## config.mk

```make
export PLATFORM = sky130hd
export DESIGN_NAME = cbr_resolver
export DESIGN_NICKNAME = d
export VERILOG_FILES = /design/src/rtl/cbr_pkg.sv /design/src/rtl/cbr_field_decode.sv /design/src/rtl/cbr_cond_eval.sv /design/src/rtl/cbr_target_gen.sv /design/src/rtl/cbr_resolver.sv
export SDC_FILE = /design/constraint.sdc
export NUM_CORES = 1
export LEC_CHECK = 0
export ABC_AREA = 1
export CAP_MARGIN = 0
export CORE_AREA = 8 8 164 166
export DETAILED_ROUTE_END_ITERATION = 7
export DIE_AREA = 0 0 172 174
export PLACE_DENSITY = 0.81
export SLEW_MARGIN = 20
export SYNTH_ARGS = -nofsm -noshare
export SYNTH_HDL_FRONTEND = slang
export SYNTH_SLANG_ARGS = --single-unit
```

## constraint.sdc

```tcl
create_clock -name vclk -period 11.7
set_input_delay 1.17 -clock vclk [all_inputs]
set_output_delay 1.17 -clock vclk [all_outputs]
set_load 0.01 [all_outputs]
```

## src/rtl/cbr_pkg.sv

```systemverilog
// Package: shared encoding constants and decoded-field type for the
// compressed branch resolver. Assumes a 16-bit instruction word with
// bit 15 as the leftmost encoding bit.
package cbr_pkg;

    localparam int unsigned INST_W  = 16;
    localparam int unsigned OFFS_W  = 10;  // widest branch offset (wide jump)
    localparam int unsigned SEL_W   = 4;   // widest condition-bit selector
    localparam logic [INST_W-1:0] WORD_ILLEGAL = 16'h0000;
    localparam logic [INST_W-1:0] WORD_NOP     = 16'h0080;
    localparam logic [2:0] MAJ_JUMP = 3'b000;
    localparam logic [2:0] MAJ_REG  = 3'b001;

    typedef enum logic [2:0] {
        FORM_NONE,
        FORM_ILLEGAL,
        FORM_NOP,
        FORM_JUMP,
        FORM_CONDIMM,
        FORM_TOLINK
    } cbr_form_e;

    typedef struct packed {
        cbr_form_e          form;
        logic               link;      // write return address
        logic [OFFS_W-1:0]  offs;      // sign-extended, 2-byte units
        logic [SEL_W-1:0]   sel;       // condition bit index
        logic               chk_en;    // condition test enabled
        logic               chk_inv;   // condition test inverted
        logic               use_ctr;   // count mode
        logic               ctr_zero;  // count test wants zero
    } cbr_fields_t;

endpackage

```

## src/rtl/cbr_field_decode.sv

```systemverilog
// Module: cbr_field_decode
// Classifies a compressed word into a branch form and extracts its
// fields for the selected mode. Illegal and no-operation words are
// matched on the whole word before any branch field is read.
// Assumes: purely combinational, no state.
module cbr_field_decode
    import cbr_pkg::*;
(
    input  logic                 mode16_i,
    input  logic [INST_W-1:0]    inst_i,
    output cbr_fields_t          fld_o
);

    localparam int unsigned NARROW_OFFS_W = 6;
    localparam int unsigned CIMM_OFFS_W   = 6;

    logic [2:0] major;
    logic       minor;
    logic       n_bit;
    logic       m_bit;
    logic [NARROW_OFFS_W-1:0] narrow_offs;
    logic [CIMM_OFFS_W-1:0]   cimm_offs;

    // Purpose: split the word into the fixed fields shared by all forms.
    always_comb begin
        major       = inst_i[10:8];
        minor       = inst_i[7];
        n_bit       = inst_i[15];
        m_bit       = inst_i[0];
        narrow_offs = inst_i[6:1];
        cimm_offs   = {inst_i[14:11], inst_i[2:1]};
    end

    // Purpose: choose the form and fill in its mode-dependent fields.
    always_comb begin
        fld_o          = '0;
        fld_o.form     = FORM_NONE;
        if (inst_i == WORD_ILLEGAL) begin
            fld_o.form = FORM_ILLEGAL;
        end else if (inst_i == WORD_NOP) begin
            fld_o.form = FORM_NOP;
        end else if (major == MAJ_JUMP) begin
            fld_o.link = minor;
            if (mode16_i && n_bit && m_bit) begin
                fld_o.form    = FORM_CONDIMM;
                fld_o.offs    = {{(OFFS_W-CIMM_OFFS_W){cimm_offs[CIMM_OFFS_W-1]}}, cimm_offs};
                fld_o.sel     = {1'b0, inst_i[6:4]};
                fld_o.chk_en  = 1'b1;
                fld_o.chk_inv = inst_i[3];
            end else begin
                fld_o.form = FORM_JUMP;
                if (mode16_i) begin
                    fld_o.offs = {inst_i[14:11], narrow_offs};
                end else begin
                    fld_o.offs = {{(OFFS_W-NARROW_OFFS_W){narrow_offs[NARROW_OFFS_W-1]}}, narrow_offs};
                end
            end
        end else if (major == MAJ_REG && !minor) begin
            fld_o.form     = FORM_TOLINK;
            fld_o.link     = inst_i[6];
            fld_o.sel      = mode16_i ? {inst_i[12:11], inst_i[5:4]} : {2'b00, inst_i[5:4]};
            fld_o.chk_en   = inst_i[3];
            fld_o.chk_inv  = inst_i[2];
            fld_o.use_ctr  = inst_i[1];
            fld_o.ctr_zero = mode16_i & inst_i[13];
        end
    end

    // Purpose: guard the mode restriction of the conditional-immediate form.
    always_comb begin
        assert_condimm_wide_only_R5: assert (fld_o.form != FORM_CONDIMM || mode16_i)
            else $error("conditional-immediate form decoded in narrow mode");
        assert_link_only_branch_R9: assert (!fld_o.link || fld_o.form == FORM_JUMP ||
                                            fld_o.form == FORM_CONDIMM || fld_o.form == FORM_TOLINK)
            else $error("link bit set on a non-branch form");
    end

endmodule

```

## src/rtl/cbr_cond_eval.sv

```systemverilog
// Module: cbr_cond_eval
// Evaluates the condition-bit test and the count test of a decoded
// branch and produces the decremented count.
// Assumes: the selector already respects the reach of its form.
module cbr_cond_eval
    import cbr_pkg::*;
#(
    parameter int unsigned XLEN = 64,
    parameter int unsigned CRW  = 32
) (
    input  logic               mode16_i,
    input  cbr_fields_t        fld_i,
    input  logic [CRW-1:0]     cr_i,
    input  logic [XLEN-1:0]    ctr_i,
    output logic               cond_ok_o,
    output logic               ctr_ok_o,
    output logic [XLEN-1:0]    ctr_next_o
);

    localparam int unsigned CR_REACH = (CRW < (1 << SEL_W)) ? CRW : (1 << SEL_W);

    logic cr_bit;
    logic ctr_nonzero;

    // Purpose: pick the selected condition bit, zero when out of reach.
    always_comb begin
        cr_bit = 1'b0;
        for (int k = 0; k < CR_REACH; k++) begin
            if (fld_i.sel == SEL_W'(k)) cr_bit = cr_i[k];
        end
    end

    // Purpose: resolve the condition test and its inversion.
    always_comb begin
        cond_ok_o = !fld_i.chk_en || (cr_bit ^ fld_i.chk_inv);
    end

    // Purpose: decrement the count and resolve the count test.
    always_comb begin
        ctr_next_o  = ctr_i - XLEN'(1);
        ctr_nonzero = |ctr_next_o;
        ctr_ok_o    = !fld_i.use_ctr || (fld_i.ctr_zero ? !ctr_nonzero : ctr_nonzero);
    end

    // Purpose: selector reach per form.
    always_comb begin
        assert_condimm_reach_R5: assert (fld_i.form != FORM_CONDIMM || fld_i.sel < SEL_W'(8))
            else $error("conditional-immediate selector beyond two fields");
        assert_narrow_reach_R6: assert (fld_i.form != FORM_TOLINK || mode16_i || fld_i.sel < SEL_W'(4))
            else $error("narrow return selector beyond first field");
    end

endmodule

```

## src/rtl/cbr_target_gen.sv

```systemverilog
// Module: cbr_target_gen
// Forms the PC-relative target, the link target and the sequential
// address, each with bit 0 cleared.
// Assumes: offsets are sign-extended counts of 2-byte units.
module cbr_target_gen
    import cbr_pkg::*;
#(
    parameter int unsigned XLEN = 64
) (
    input  logic [OFFS_W-1:0]  offs_i,
    input  logic [XLEN-1:0]    pc_i,
    input  logic [XLEN-1:0]    lr_i,
    output logic [XLEN-1:0]    rel_tgt_o,
    output logic [XLEN-1:0]    lr_tgt_o,
    output logic [XLEN-1:0]    seq_o
);

    localparam logic [XLEN-1:0] EVEN_MASK = ~XLEN'(1);
    localparam logic [XLEN-1:0] STEP      = XLEN'(2);

    logic [XLEN-1:0] pc_even;
    logic [XLEN-1:0] byte_offs;

    // Purpose: align the base and scale the offset to bytes.
    always_comb begin
        pc_even   = pc_i & EVEN_MASK;
        byte_offs = {{(XLEN-OFFS_W){offs_i[OFFS_W-1]}}, offs_i} << 1;
    end

    // Purpose: produce the three candidate addresses.
    always_comb begin
        rel_tgt_o = pc_even + byte_offs;
        lr_tgt_o  = lr_i & EVEN_MASK;
        seq_o     = pc_even + STEP;
    end

endmodule

```

## src/rtl/cbr_resolver.sv

```systemverilog
// Module: cbr_resolver (top)
// Resolves the branch group of a compressed instruction in one
// combinational pass: decode, condition/count evaluation, target
// selection and register write-back requests.
// Assumes: the caller samples outputs for the word presented.
module cbr_resolver
    import cbr_pkg::*;
#(
    parameter int unsigned XLEN = 64,
    parameter int unsigned CRW  = 32
) (
    input  logic               mode16_i,
    input  logic [15:0]        inst_i,
    input  logic [CRW-1:0]     cr_i,
    input  logic [XLEN-1:0]    ctr_i,
    input  logic [XLEN-1:0]    lr_i,
    input  logic [XLEN-1:0]    pc_i,
    output logic               is_branch_o,
    output logic               taken_o,
    output logic [XLEN-1:0]    next_pc_o,
    output logic               lr_we_o,
    output logic [XLEN-1:0]    lr_wdata_o,
    output logic               ctr_we_o,
    output logic [XLEN-1:0]    ctr_wdata_o,
    output logic               illegal_o,
    output logic               nop_o
);

    cbr_fields_t     fld;
    logic            cond_ok;
    logic            ctr_ok;
    logic [XLEN-1:0] ctr_next;
    logic [XLEN-1:0] rel_tgt;
    logic [XLEN-1:0] lr_tgt;
    logic [XLEN-1:0] seq_pc;

    cbr_field_decode u_decode (
        .mode16_i (mode16_i),
        .inst_i   (inst_i),
        .fld_o    (fld)
    );

    cbr_cond_eval #(.XLEN(XLEN), .CRW(CRW)) u_cond (
        .mode16_i   (mode16_i),
        .fld_i      (fld),
        .cr_i       (cr_i),
        .ctr_i      (ctr_i),
        .cond_ok_o  (cond_ok),
        .ctr_ok_o   (ctr_ok),
        .ctr_next_o (ctr_next)
    );

    cbr_target_gen #(.XLEN(XLEN)) u_target (
        .offs_i    (fld.offs),
        .pc_i      (pc_i),
        .lr_i      (lr_i),
        .rel_tgt_o (rel_tgt),
        .lr_tgt_o  (lr_tgt),
        .seq_o     (seq_pc)
    );

    // Purpose: combine decode and evaluation into the resolved outcome.
    always_comb begin
        illegal_o   = (fld.form == FORM_ILLEGAL);
        nop_o       = (fld.form == FORM_NOP);
        is_branch_o = (fld.form == FORM_JUMP) || (fld.form == FORM_CONDIMM) ||
                      (fld.form == FORM_TOLINK);
        taken_o     = is_branch_o && cond_ok && ctr_ok;
        if (!taken_o)                    next_pc_o = seq_pc;
        else if (fld.form == FORM_TOLINK) next_pc_o = lr_tgt;
        else                             next_pc_o = rel_tgt;
        lr_we_o     = is_branch_o && fld.link;
        lr_wdata_o  = seq_pc;
        ctr_we_o    = is_branch_o && fld.use_ctr;
        ctr_wdata_o = ctr_next;
    end

    // Purpose: outcome-level guards.
    always_comb begin
        assert_illegal_inert_R1: assert (!illegal_o || (!taken_o && !lr_we_o && !ctr_we_o))
            else $error("illegal word caused a branch side effect");
        assert_nop_inert_R2: assert (!nop_o || (!taken_o && !lr_we_o && !ctr_we_o))
            else $error("no-operation word caused a branch side effect");
        assert_return_lands_on_link_R6: assert (!(taken_o && fld.form == FORM_TOLINK) ||
                                                next_pc_o[XLEN-1:1] == lr_i[XLEN-1:1])
            else $error("taken return did not land on link value");
        assert_count_only_return_R8: assert (!ctr_we_o || fld.form == FORM_TOLINK)
            else $error("count write from a non-return form");
        assert_taken_needs_branch_R10: assert (!(taken_o || lr_we_o) || is_branch_o)
            else $error("branch effect without a branch form");
        assert_even_next_R11: assert (next_pc_o[0] == 1'b0)
            else $error("next PC is odd");
    end

endmodule

```

# Word level (Yosys, flattened, before mapping)
# Cells that the tools add are included.
# word_totals
regBits	0
latch_bits	0
ramBits	0
romBits	0
in_bits	241
wordCells	80
memories	0
# op_classes
addsub	3
multipliers	0
n_div	0
magnitude_cmp	0
eq_ne	22
shifts	0
n_mux	34
n_bitwise	2
reduce_logical	19
# ops
cell	n
64-bit two-way mux	2
64-bit by 2-bit adder with 64-bit output, second input constant	1
64-bit adder	1
64-bit OR reduction	1
64-bit by 1-bit subtractor with 64-bit output, second input constant	1
19-bit two-way mux	2
4-bit == test, second input constant	8
10-bit two-way mux	3
1-bit two-way mux	17
16-bit by 8-bit == test with 1-bit output, second input constant	1
4-bit by 3-bit == test with 1-bit output, second input constant	4
16-bit logical NOT	1
4-bit two-way mux	3
3-bit two-way mux	3
4-bit by 2-bit == test with 1-bit output, second input constant	2
8-bit two-way mux	1
1-bit logical AND	7
3-bit by 1-bit == test with 1-bit output, second input constant	2
3-bit by 2-bit == test with 1-bit output, second input constant	2
3-bit == test, second input constant	2
6-bit two-way mux	1
5-bit two-way mux	1
4-bit by 1-bit == test with 1-bit output, second input constant	1
1-bit logical NOT	4
other kinds (6)	9

# Logic depth before layout (Yosys ltp)
# Gate-level depths: netlist of the first run.
# depth
ltp_word	28
depth_mapped	24

# Hierarchy
# A second synthesis of the first run with hierarchy kept.
# hier_totals
hier_cells	2883
area_unflattened_um2	13399.1
# modules_own_cells
mod	instances	cells_each	area_each_um2	seq_area_each_um2
cbr_target_gen	1	1681	8039.0	0.0
cbr_cond_eval	1	678	3020.4	0.0
cbr_resolver	1	445	1935.6	0.0
cbr_field_decode	1	79	404.1	0.0

# Worst setup path after synthesis of the first run
# No wires, ideal clock.
# synth_timing
path_type	input to output
start	input port inst_i[9]
end	output port next_pc_o[58]
t_arrival_ps	7095
slack_ps	3435
stages	19
path_cell_list	nor2_1 -> nand2_1 -> nor3_1 -> ha_1 -> nand2_1 -> inv_1 -> a21oi_1 -> nand2_1 -> nor2_1 -> o21ai_1 -> a21oi_1 -> o21ai_1 -> nand3_1 -> nand2_1 -> or2_2 -> nand3_1 -> nand2_1 -> nand3_1 -> nand2_1
# synth_between
elab_chain_cells	28
elab_cells_between_ends	63
cone_classes	1 x add/sub; 20 x eq/ne; 29 x mux; 1 x bitwise; 12 x reduce/logical
# synth_lines
element	line_no	source
from (decl)	cbr_resolver.sv:13	input logic [15:0] inst_i,
3-bit by 1-bit == test with 1-bit output	cbr_field_decode.sv:58	end else if (major == MAJ_REG && !minor) begin
1-bit logical AND	cbr_field_decode.sv:58	
8-bit two-way mux	cbr_field_decode.sv:58	
6-bit two-way mux	cbr_field_decode.sv:42	end else if (major == MAJ_JUMP) begin
19-bit two-way mux	cbr_field_decode.sv:40	end else if (inst_i == WORD_NOP) begin
19-bit two-way mux	cbr_field_decode.sv:38	if (inst_i == WORD_ILLEGAL) begin
4-bit logical NOT	cbr_cond_eval.sv:29	if (fld_i.sel == SEL_W'(k)) cr_bit = cr_i[k];
1-bit two-way mux (16 in series)	cbr_cond_eval.sv:29	
1-bit XOR	cbr_cond_eval.sv:35	cond_ok_o = !fld_i.chk_en || (cr_bit ^ fld_i.chk_inv);
1-bit logical OR	cbr_cond_eval.sv:35	
1-bit logical AND (2 in series)	cbr_resolver.sv:68	taken_o = is_branch_o && cond_ok && ctr_ok;
64-bit two-way mux *	cbr_resolver.sv:69	if (!taken_o) next_pc_o = seq_pc;
to (decl)	cbr_resolver.sv:20	output logic [XLEN-1:0] next_pc_o,
# Every way passes the cells marked *; elsewhere a longest branch is shown, timed or not.

# Final worst setup path of the first run
# layout_timing
start	input port inst_i[10]
end	output port next_pc_o[62]
# Same word-level chain as after synthesis.

==> impl_metrics.yaml, run 1 <==
status:
  outcome: "finished clean"
die:
  die_x_um: 172
  die_y_um: 174
  start_util: 0.422
  fp.coreArea_mm2: 0.0245
  ioPinCount: 439
  rows: 58
  die_area_mm2: 0.0299
placed_design:
  dpl_cell_area_mm2: 0.0148
  place.gp.congestion: 1.05
  dp_hpwl_mm: 47.2
  dp_cells: 2747
  io_buffers: 419
run:
  maxCapViolations: 0
detailed_routing:
  ant_nets: 0
  vias_per_cell: 5.48
  routed_wl_mm: 53.8
  drc_errors: 0
  num_vias: 15100
  drt_iter0_drc: 1286
  post_drt_wl_per_cell_um: 19.6
  drt_pass1_iterations: 6
cells_and_area:
  drive_gt1_frac: 0.0542
  syn2layout_area_growth_pct: 42.6
  nets: 2726
  finalNonFillerCells: 2748
  postLayoutCoreUtil: 0.602
  design_area_mm2: 0.0148
  num-clock-buffers: 0
  seqCellArea_um2: 0
  design.seq.count: 0
yosys:
  syn_inst: 2026
  synth_xor_area_frac: 0.112
  synth-simple-area-share: 0.542
  ys_seq_area_frac: 0
  synth.cell_area_mm2: 0.0104
  yosysWarnings: 0
  synth_cell_type_count: 55
  synth_top_family_by_area: "simple AND/OR/NAND/NOR gates"
  synth_mux_area_frac: 0
  avgSynthCellArea_um2: 5.11
  synth_compound_area_frac: 0.148
  synth_fa_ha_area_frac: 0.0805
power_and_ir_drop:
  leakagePower_uw: 0.00654
  power.total_uw: 521
  power_density_mw_per_mm2: 35.3
  irDropWorstVdd_mv: 0.0375
worst_setup_path:
  crit_arrival_ns: 6.51
  crit_path_max_incr_delay_ns: 0.58
  cp_top_family: "simple AND/OR/NAND/NOR gates"
  endpoint_kind: "primary output"
  path_max_fanout: 54
  path_buf_inv: 5
  path_cells: "clkdlybuf4s50_1 > nor2_1 > nand2_1 > nor3_2 > buf_4 > ha_1 > nand2_1 > nor2_1 > inv_1 > nor2_1 > inv_1 > nor2_1 > nand2_1 > nand3_1 > a21boi_0 > o21ai_0 > nand3_1 > nand2_1 > nand2_1 > a31oi_1 > nand3_1 > nand2_1 > clkdlybuf4s50_1"
  path_class: "primary input to primary output"
  crit_path_start: "inst_i[10]"
  critPathLaunchType: "primary input"
  cpMaxStageDelayCell: "o21ai_0"
  cp_common_cell: "nand2_1"
  worstPathRequired_ns: 10.53
timing:
  setup-violations-final: 0
  slew_headroom: 0.419
  rsz0062_at_grt: "false"
  hold_viol: 0
  tns_ns: 0
  period_minus_slack_ns: 7.68
  fmax_mhz: 130
  finalCritPeriodShare: 0.656
  slew_violations: 0
  worst_pin_slew_ns: 0.872
global_route:
  grt_antenna_before_repair: 3
  grt_pass1_wl_mm: 81.5
  grt_max_degree: 81
  grt.overflow.total: 0
  grt_pass1_vias: 14900
  grt.total_usage: 0.341
min_path:
  hp-start: "ctr_i[63]"
  hold_class: "primary input to primary output"
clock_tree:
  postCtsSetupBuffers: 0
  cts-resized-gates: 0
  cts_hold_buf: 0
synthesized netlist by cell type, types with 4 or more instances:
cell type  instances  area [um^2]
buf_12             6          120
a21oi_1          109          546
nand4_1           26          163
inv_2              8         30.0
nor2_4             6         67.6
o21ai_0           95          475
nand3_1          153          766
inv_1            250          938
or2_2             26          163
ha_1              65          813
a21o_1            12         90.1
nand2_1          541         2030
clkbuf_1          12         45.0
nor4_1            31          194
nand3b_1          10         75.1
buf_2             12         60.1
nor3_1            51          255
o211ai_1           4         30.0
xnor2_1           38          333
o21a_1            10         75.1
nor2_2             8         50.1
a31oi_1           23          144
nor2_1           328         1230
xor2_1            94          823
nand2_2           63          394
per-stage QoR:
| stage | hold slack [ns] | worst slack, ns |
|---|---|---|
| floorplan | 2.40 | 3.44 |
| global placement | 3.42 | 4.29 |
| detailed placement | 3.43 | 4.18 |
| CTS | 3.43 | 4.17 |
| global route | 3.45 | 3.68 |
| finish | 3.44 | 4.02 |
layout make-up:
class	instances	area (um^2)
fillers	2619	9770
multi-input cells	1735	9140
repair buffers	423	4220
inverters	259	980
well taps	330	413
diodes	1	2.50
tightest hold or removal path: cells and delay by family:
family                 cells  cell delay (ns)
and+or+nand+nor            2             0.16
buffers and inverters      2             0.93
worst paths after layout:
path | slack (ns) | end | cells past startpoint
hold / removal | 3.44 | ctr_wdata_o[63] | 4
setup / recovery | 4.02 | next_pc_o[62] | 23
per-layer routing:
metal | vias to the layer above | global-route usage | part of all wire
met4 | 4 | 0.106 | 0.036
met5 | - | 0 | 0.00050
met3 | 118 | 0.0420 | 0.077
li1 | 7372 | - | -
met1 | 6848 | 0.390 | 0.39
met2 | 715 | 0.637 | 0.50
where the power goes:
| group | internal [uW] | switching [uW] | total (uW) |
|---|---|---|---|
| sequential | 0 | 0 | 0 |
| combinational | 238 | 283 | 521 |
| clock | 0.0000114 | 0 | 0.0000114 |
cell usage in the layout, fill, tap and decap left out, types with 38 or more instances in the layout:
cell type	n
nand3_1	153
ha_1	65
nand2_1	540
xnor2_1	38
inv_1	250
xor2_1	94
nor3_1	50
nand2_2	64
a21oi_1	109
clkdlybuf4s50_1	419
o21ai_0	95
nor2_1	328
cells by family after synthesis:
kind of cell             count (synthesis)
other                                    1
adder cells (fa/ha/maj)                 66
AND/OR/NAND/NOR                       1260
XOR/XNOR                               132
AO/OA/AOI/OAI                          275
buffers and inverters                  292
Power figures use the tool's default switching activity.
==> run 2, diff against run 1 <==
CORE_AREA = unset   (was 8 8 164 166)
CORE_MARGIN = 8   (was unset)
CORE_UTILIZATION = 41   (was unset)
DIE_AREA = unset   (was 0 0 172 174)
clock period = 6.8 ns   (was 11.7 ns; I/O delays follow)
==> run 2 against run 1 <==
Against the previous run: total power is 74% higher; critical endpoint is now next_pc_o[43]; sequential share of layout area stayed put; hold slack worse by 0.98 ns; first-iteration DRC count is 5.6% lower; largest power group unchanged; flip-flop and latch count stayed put.
==> impl_metrics.yaml, run 2 (synthesis gave the netlist of run 1 again) <==
status:
  outcome: "finished clean"
power_and_ir_drop:
  seqPwrFrac: 0
  power_density_mw_per_mm2: 61.0
  power.total_uw: 905
  power.internal_uw: 412
  pwr-share-comb: 1.000
  leakagePower_uw: 0.00658
  swShare: 0.544
  power_frac_clock: 0
  p_switching_uw: 493
  irDropWorstVdd_mv: 0.0397
worst_setup_path:
  crit_arrival_ns: 5.74
  path_max_fanout: 8
  cpMaxStageDelayCell: "clkdlybuf4s50_1"
  worstPathRequired_ns: 6.12
  path_buf_inv: 5
  cp_common_cell: "nand2_1"
  path_class: "primary input to primary output"
  endpoint_kind: "primary output"
  crit_path_max_incr_delay_ns: 0.47
  cp_top_family: "simple AND/OR/NAND/NOR gates"
  path_cells: "clkdlybuf4s50_1 > nor2_1 > nand2_1 > nor2_1 > inv_1 > o21ai_0 > buf_4 > ha_1 > nand2_1 > inv_1 > a21oi_1 > o21ai_0 > nand2_1 > nand2_1 > nand2_1 > nand2_1 > a21oi_1 > o21bai_1 > or2_2 > nand3_1 > nand2_1 > nand3_1 > nand2_1 > clkdlybuf4s50_1"
  critPathLaunchType: "primary input"
timing:
  rsz0062_at_grt: "false"
  fmax_mhz: 156
  timing.hold.ws_ns: 2.45
  slew_headroom: 0.428
  slew_violations: 0
  tns_ns: 0
  hold_viol: 0
  period_minus_slack_ns: 6.42
  finalCritPeriodShare: 0.944
  setup-violations-final: 0
  worst_pin_slew_ns: 0.852
global_route:
  grt_antenna_before_repair: 1
  grt_pass1_wl_mm: 84.6
  grt_max_degree: 65
  grt_pass1_vias: 15300
  grt.overflow.total: 0
  grt.total_usage: 0.341
placed_design:
  io_buffers: 419
  dpl_cell_area_mm2: 0.0148
  dp_hpwl_mm: 48.3
  place.gp.congestion: 1.00
cells_and_area:
  drive_gt1_frac: 0.0581
  mostFrequentLayoutCell: "nand2_1"
  nets: 2736
  seqCellArea_um2: 0
  syn2layout_area_growth_pct: 43.3
  mostFrequentLayoutCells: "nand2_1 (540), clkdlybuf4s50_1 (419), nor2_1 (328), inv_1 (250), nand3_1 (153)"
  design_area_mm2: 0.0148
  num-clock-buffers: 0
  design.seq.count: 0
  antenna_cells: 0
detailed_routing:
  drt_iter0_drc: 1214
  num_vias: 15100
  drt_pass1_iterations: 5
  drc_errors: 0
  routed_wl_mm: 55.0
  ant_nets: 0
  post_drt_wl_per_cell_um: 19.9
  vias_per_cell: 5.46
min_path:
  holdPathEnd: "ctr_wdata_o[38]"
  hold_depth: 3
  hp-start: "ctr_i[38]"
  hold_class: "primary input to primary output"
die:
  ioPinCount: 439
  die_x_um: 175
  die_area_mm2: 0.0306
  start_util: 0.415
  fp.coreArea_mm2: 0.0250
  die_y_um: 175
  rows: 58
run:
  maxCapViolations: 0
clock_tree:
  cts_hold_buf: 0
-- run 2: changes by cell type in the layout (fill, tap and decap cells not counted) --
cell / before / now
nor3_2: 3 / 2
diode_2: 1 / 0
o21ai_0: 95 / 94
o21ai_1: 3 / 4
buf_4: 4 / 14
nor3_4: 2 / 3
-- run 2: metrics by stage --
step                setup WS, ns  utilization  std cells
floorplan                  0.993            -       2027
global placement           0.583        0.594       2757
detailed placement         0.506        0.594       2757
CTS                        0.502        0.594       2757
global route              0.0411        0.594       2757
finish                     0.378        0.594       2757
-- run 2: layout make-up --
type	instances	area, um^2
fill	2564	10100
multi-input combinational	1735	9150
timing repair buffer	433	4300
inverter	259	980
tap	330	413
-- run 2: per-layer routing --
layer | up-vias | global-route usage | wire length, um
met1 | 6791 | 0.386 | 20900
met4 | 2 | 0.138 | 2610
met2 | 754 | 0.626 | 27100
li1 | 7380 | - | -
met3 | 139 | 0.0505 | 4400
met5 | - | 0 | 13
-- run 2: repair_timing --
item	4_1_cts	5_1_grt
resized for setup	0	1
endpoints found under the hold margin	0	0
setup endpoints to repair	0	1
setup buffers	0	0
-- run 2: worst max path at each step --
stage          slack [ns]  cells after the start            end  startpoint
2_1_floorplan        0.99                     19  next_pc_o[58]   inst_i[9]
3_3_place_gp         0.58                     24  next_pc_o[43]   inst_i[9]
3_5_place_dp         0.51                     24  next_pc_o[43]   inst_i[9]
4_1_cts              0.50                     22  next_pc_o[37]   inst_i[9]
5_1_grt              0.04                     22  next_pc_o[37]   inst_i[9]
6_report             0.38                     24  next_pc_o[43]   inst_i[9]
-- run 2: power by group through the flow --
| stage | clock network [uW] | logic (uW) | registers, uW |
|---|---|---|---|
| finish | 0 | 905 | 0 |
| global route | 0 | 979 | 0 |
| CTS | 0 | 899 | 0 |
| detailed placement | 0 | 894 | 0 |
| global placement | 0 | 889 | 0 |
| floorplan | 0 | 440 | 0 |
==> run 3, diff against run 2 <==
SLEW_MARGIN = unset   (was 20)
==> results of run 3 <==
No change in the layout: final DEF, timing and power equal those of run 2.
